--- config.mk ---
export PLATFORM = sky130hd
export DESIGN_NAME = est_latch_irq
export DESIGN_NICKNAME = d
export VERILOG_FILES = /design/src/rtl/est_pkg.sv /design/src/rtl/est_sync.sv /design/src/rtl/est_edge.sv /design/src/rtl/est_core.sv /design/src/rtl/est_latch_irq.sv
export SDC_FILE = /design/constraint.sdc
export NUM_CORES = 1
export LEC_CHECK = 0
export BUFFER_PORTS_ARGS = -buffer_cell sky130_fd_sc_hd__buf_2
export CAP_MARGIN = 20
export CORE_AREA = 4 4 41 43
export CTS_CLUSTER_SIZE = 14
export DETAILED_ROUTE_END_ITERATION = 12
export DIE_AREA = 0 0 45 47
export PLACE_DENSITY = 0.43
export SYNTH_ARGS = -nofsm -noshare
export SYNTH_HDL_FRONTEND = slang
export SYNTH_SLANG_ARGS = --single-unit
--- constraint.sdc ---
create_clock -name clk -period 2.55 [get_ports clk]
set_clock_uncertainty 0.1 [all_clocks]
set_input_delay 0.51 -clock clk [delete_from_list [all_inputs] [get_ports clk]]
set_output_delay 0.51 -clock clk [all_outputs]
set_load 0.03 [all_outputs]
--- src/rtl/est_pkg.sv ---
package est_pkg;
   typedef struct packed {
      logic dcd_edge;   // synchronised carrier-detect changed level
      logic zc_rise;    // zero-count flag went from 0 to 1
   } est_event_t;
endpackage

--- src/rtl/est_sync.sv ---
module est_sync #(
   parameter int STAGES = 2
) (
   input  logic clk,
   input  logic rst,
   input  logic d,
   output logic q
);
   logic [STAGES-1:0] chain;

   generate
      for (genvar i = 0; i < STAGES; i++) begin : g_stage
         if (i == 0) begin : g_first
            always_ff @(posedge clk) begin
               if (rst) chain[0] <= 1'b0;
               else     chain[0] <= d;
            end
         end else begin : g_next
            always_ff @(posedge clk) begin
               if (rst) chain[i] <= 1'b0;
               else     chain[i] <= chain[i-1];
            end
         end
      end
   endgenerate

   assign q = chain[STAGES-1];
endmodule

--- src/rtl/est_edge.sv ---
module est_edge
   import est_pkg::*;
(
   input  logic       clk,
   input  logic       rst,
   input  logic       dcd_s,
   input  logic       zc_flag,
   output est_event_t ev
);
   logic dcd_prev;
   logic zc_prev;

   always_ff @(posedge clk) begin
      if (rst) begin
         dcd_prev <= 1'b0;
         zc_prev  <= 1'b0;
      end else begin
         dcd_prev <= dcd_s;
         zc_prev  <= zc_flag;
      end
   end

   always_comb begin
      ev.dcd_edge = dcd_s ^ dcd_prev;
      ev.zc_rise  = zc_flag & ~zc_prev;
   end
endmodule

--- src/rtl/est_core.sv ---
module est_core
   import est_pkg::*;
(
   input  logic       clk,
   input  logic       rst,
   input  est_event_t ev,
   input  logic       dcd_s,
   input  logic       zc_flag,
   input  logic       dcd_ie,
   input  logic       zc_ie,
   input  logic       svc_done,
   output logic       pend,
   output logic       lat_dcd
);
   logic par;       // carrier-detect toggles while pending, modulo two
   logic zc_def;    // zero-count rise seen while pending
   logic rearm;     // deferred condition survived service

   logic dcd_ev;
   logic zc_ev;

   always_comb begin
      dcd_ev = ev.dcd_edge & dcd_ie;
      zc_ev  = ev.zc_rise & zc_ie;
   end

   always_ff @(posedge clk) begin
      if (rst) begin
         pend    <= 1'b0;
         par     <= 1'b0;
         zc_def  <= 1'b0;
         rearm   <= 1'b0;
         lat_dcd <= 1'b0;
      end else begin
         rearm <= 1'b0;
         if (svc_done) begin
            pend    <= 1'b0;
            par     <= 1'b0;
            zc_def  <= 1'b0;
            lat_dcd <= dcd_s;
            rearm   <= (par ^ dcd_ev) | ((zc_def | zc_ev) & zc_flag & zc_ie);
         end else if (!pend) begin
            lat_dcd <= dcd_s;
            if (dcd_ev || zc_ev || rearm) pend <= 1'b1;
         end else begin
            if (dcd_ev) par    <= ~par;
            if (zc_ev)  zc_def <= 1'b1;
         end
      end
   end

   // pending flag holds until service
   assert_pend_hold_R9: assert property (@(posedge clk) disable iff (rst)
      (pend && !svc_done) |=> pend);

   // service clears the flag at that edge
   assert_svc_clear_R9: assert property (@(posedge clk) disable iff (rst)
      svc_done |=> !pend);

   // enabled carrier-detect edge raises pending when idle
   assert_dcd_raise_R2: assert property (@(posedge clk) disable iff (rst)
      (!pend && !svc_done && ev.dcd_edge && dcd_ie) |=> pend);

   // enabled zero-count rise raises pending when idle
   assert_zc_raise_R7: assert property (@(posedge clk) disable iff (rst)
      (!pend && !svc_done && ev.zc_rise && zc_ie) |=> pend);

   // latch frozen while pending
   assert_latch_frozen_R3: assert property (@(posedge clk) disable iff (rst)
      (pend && !svc_done) |=> $stable(lat_dcd));
endmodule

--- src/rtl/est_latch_irq.sv ---
module est_latch_irq
   import est_pkg::*;
#(
   parameter int SYNC_STAGES = 2
) (
   input  logic clk,
   input  logic rst,
   input  logic dcd_pin,
   input  logic zc_flag,
   input  logic dcd_ie,
   input  logic zc_ie,
   input  logic mie,
   input  logic svc_done,
   output logic stat_dcd,
   output logic stat_zc,
   output logic irq
);
   initial begin
      if (SYNC_STAGES < 2) $error("SYNC_STAGES must be at least 2");
   end

   logic       dcd_s;
   est_event_t ev;
   logic       pend;
   logic       lat_dcd;

   est_sync #(.STAGES(SYNC_STAGES)) u_sync (
      .clk(clk), .rst(rst), .d(dcd_pin), .q(dcd_s)
   );

   est_edge u_edge (
      .clk(clk), .rst(rst), .dcd_s(dcd_s), .zc_flag(zc_flag), .ev(ev)
   );

   est_core u_core (
      .clk(clk), .rst(rst), .ev(ev), .dcd_s(dcd_s), .zc_flag(zc_flag),
      .dcd_ie(dcd_ie), .zc_ie(zc_ie), .svc_done(svc_done),
      .pend(pend), .lat_dcd(lat_dcd)
   );

   always_comb begin
      stat_dcd = dcd_ie ? lat_dcd : dcd_s;
      stat_zc  = zc_ie & zc_flag;
      irq      = pend & mie;
   end

   // request never shown while masked
   assert_irq_masked_R10: assert property (@(posedge clk) disable iff (rst)
      !mie |-> !irq);

   // zero-count status low whenever the flag is low
   assert_zc_live_R6: assert property (@(posedge clk) disable iff (rst)
      !zc_flag |-> !stat_zc);
endmodule

# Word-level counts from Yosys, hierarchy flattened
# Cells that the tools add are included.
# totals
word_cells	35
input_bits	8
regBits	9
latchBits	0
mem_count	0
mem_bits_ro	0
ram_bits	0
out_inout_bits	3
# classes
eq_ne	1
shifts	0
n_reduce_logical	6
bitwise	14
n_lt_le_gt_ge	0
div_mod_pow	0
addsub	0
n_mul	0
mux	5
# op_table
operator	n
bitwise AND 1 bit	7
two-way mux 1 bit	5
AND reduction 2 bit	2
OR reduction 2 bit	2
inverter 1 bit	3
logical OR 1 bit	2
inequality test 2 bit (second input constant)	1
OR 1 bit	2
bitwise XOR 1 bit	2

# Longest topological paths before layout
# logic_depth
word_depth	7
depth_mapped	4
ltp_nobuf	4

# By module
# From an unflattened synthesis, not the netlist that was laid out.
# unflattened
hier_cells	33
area_unflattened_um2	349.1
# by_module_without_submodules
module	n_inst	cells_each	area_each_um2
est_core	1	20	201.4
est_edge	1	6	67.6
est_sync	1	4	52.6
est_latch_irq	1	3	27.5

# Worst setup path before layout
# OpenSTA, ideal clock, no wires.
# synth_timing
kind	in2out
start	input port dcd_ie
end	output port stat_dcd
setup_slack_ns	1.039
cell_stages	1
arrival_time_ns	0.901
cell_sequence	mux2_2
# synth_between
elab_chain_cells	1
# synth_rtl
element	line	rtl
from (decl)	est_latch_irq.sv:10	input logic dcd_ie,
two-way mux 1 bit	est_latch_irq.sv:42	stat_dcd = dcd_ie ? lat_dcd : dcd_s;
to (decl)	est_latch_irq.sv:14	output logic stat_dcd,
# No other way between the ends.

# Final worst setup path
# Ends and elaborated chain as after synthesis.

==> out/qor.txt <==
Critical path depth in cells = 3
Layout cells sized above 1 = 0.313
Pleak = 0.196 nW
Initial core utilization = 0.263
Mean post-synth cell area = 10.1 um2
Unrepaired setup endpoints after global routing = no
Die area = 2120 um2
Largest net degree at the start of global routing = 10
Slew margin rel. = 0.881
CTS Hold Bufs = 0
Final Hold Vio Count = 0
Clock slew at reported path FFs = 0.06 ns
Nets = 57
VDD IR max = 0.000201 V
Crit. End Element = primary output
Yosys warnings = 0
Slowest stage delay, CP = 0.32 ns
Routed Antenna Nets = 0
Sequential-to-total area share from yosys stat = 0.526
Number of I/O pins = 11
# placed instances = 59
Type of origin of the critical path = input pin
# Post-CTS Setup Buffers = 0
Hold crit path type = flip-flop to flip-flop
Die H = 47 um
Fill cells = 144
Fin crit period = 1.72 ns
Cts repair resizes = 0
Final setup viols = 0
Worst-path cell chain = buf_2 -> mux2_2 -> buf_2
Post-DR wirelength/cell = 9.76 um
Outcome = finished, final reports clean
GRT Util Overall = 0.0712
1st-iter DRT viols = 0
Diode count = 0
Max Cap Viol = 0
CP Max Fanout = 3
Power Total = 0.000277 W
Critical Path AT = 1.11 ns
Routed vias = 261
Synth-to-layout area growth = 27.7%
# port buffers = 10
Clock latency on the worst-skew pair = 0.25 ns
Root Buffer = clkbuf_4
Worst Setup Path Type = input pin to primary output
Placed wire-length estimate = 484 um
Synthesized area = 343 um2
Maximum clock frequency = 583 MHz
Sequential Area = 180 um2
Post-Route WL = 615 um
Setup_tns = 0 ns
CP max-delay cell = mux2_2
H-tree Lvls = 1
Clock tree sinks = 9
First-pass GRT wire length = 1040 um
Top delay family on crit path = multiplexers
WP buf/inv = 2
Vias in the first global route = 263
Yosys reg bits = 9
Area of the multi-input gates = 159 um2
Non-Filler Instances = 63
DRC = 0
CP required = 1.94 ns
Library cells used by synthesis = 16
Worst Hold Depth = 1
CTS Buf Count = 3
Syn Inst Count = 34
Core area = 1300 um2
Initial antenna violation count = 0
Syn Nets = 42
CTS tree = done
Grt ovf = 0
Fin. max-slew vios = 0
Die span in x = 45 um
DRT Pass-1 Iters = 1
Row count = 13
Via density = 4.14
Power per cell area = 633 nW/um2
RD Place Congestion = 0.664
Final period util = 0.673
Crit-path most repeated cell = buf_2
Worst-Margin Slew = 0.178 ns
Clock tree buffer depth = 2
R2R cell count = 4
## stage by stage
step,setup WS (ns),cell area [um2],hold slack (ns),utilization
after floorplan,1.04,343,0.314,-
after global placement,0.834,412,0.323,0.316
after detailed placement,0.828,412,0.326,0.316
after CTS,0.828,438,0.340,0.337
after global routing,0.795,438,0.360,0.337
final,0.833,438,0.339,0.337
## cells in the mapped netlist
cell type | n | area (um2)
mux2_2 | 1 | 11.3
nor3_1 | 2 | 10.0
nand2b_1 | 2 | 12.5
nand2_1 | 1 | 3.75
nor3_2 | 1 | 10.0
mux2i_1 | 1 | 10.0
a21oi_1 | 2 | 10.0
o21ai_0 | 1 | 5.00
inv_1 | 1 | 3.75
nand3_1 | 1 | 5.00
dfxtp_1 | 9 | 180
and2_1 | 3 | 18.8
xor2_1 | 3 | 26.3
a211oi_1 | 1 | 7.51
nor2b_1 | 4 | 25.0
nor2_1 | 1 | 3.75
## where the power goes
group | total (W) | switching [W] | internal [W] | leakage (nW)
Clock | 0.000104 | 0.0000438 | 0.0000599 | 0.0150
Combinational | 0.0000257 | 0.0000139 | 0.0000118 | 0.107
Sequential | 0.000148 | 0.00000258 | 0.000145 | 0.0736
Total | 0.000277 | 0.0000603 | 0.000217 | 0.196
## placed cells by master (no fill, tap or decap)
cell	instances
xor2_1	3
nor2_1	1
nand2_1	1
mux2i_1	1
nand3_1	1
mux2_2	1
clkbuf_1	1
a211oi_1	1
nor2b_1	4
inv_1	1
dfxtp_1	9
o21ai_0	1
clkbuf_4	3
nor3_1	2
nor3_2	1
buf_2	10
nand2b_1	2
and2_1	3
a21oi_1	2
## worst paths after layout
check	start	to	slack, ns
max	dcd_ie	stat_dcd	0.83
min	u_sync.chain[0]$_SDFF_PP0_	u_sync.q$_SDFF_PP0_	0.34
max reg2reg	u_sync.q$_SDFF_PP0_	u_core.rearm$_SDFF_PP0_	1.42
min reg2reg	u_sync.chain[0]$_SDFF_PP0_	u_sync.q$_SDFF_PP0_	0.34
## layer usage
layer,track usage,up-vias,wire length (um)
met5,0,-,0
met4,0.0702,0,4
met3,0.0230,2,60
met2,0.102,9,272
met1,0.0822,108,277
li1,-,142,-
## final cells by class
type,instances,area share
clock buffers,4,0.0600
inverters,1,0.00857
multi-input cells,24,0.363
flip-flops and latches,9,0.411
well taps,15,0.0429
repair buffers,10,0.114
## kinds of logic after synthesis
kind of cell | share of synthesized area
AOI/OAI and AO/OA | 0.0657
DFF | 0.526
and+or+nand+nor | 0.259
xor gates and xnor gates | 0.0767
buffers and inverters | 0.0109
muxes | 0.0620
No activity file was read; power rests on OpenSTA's default activity.
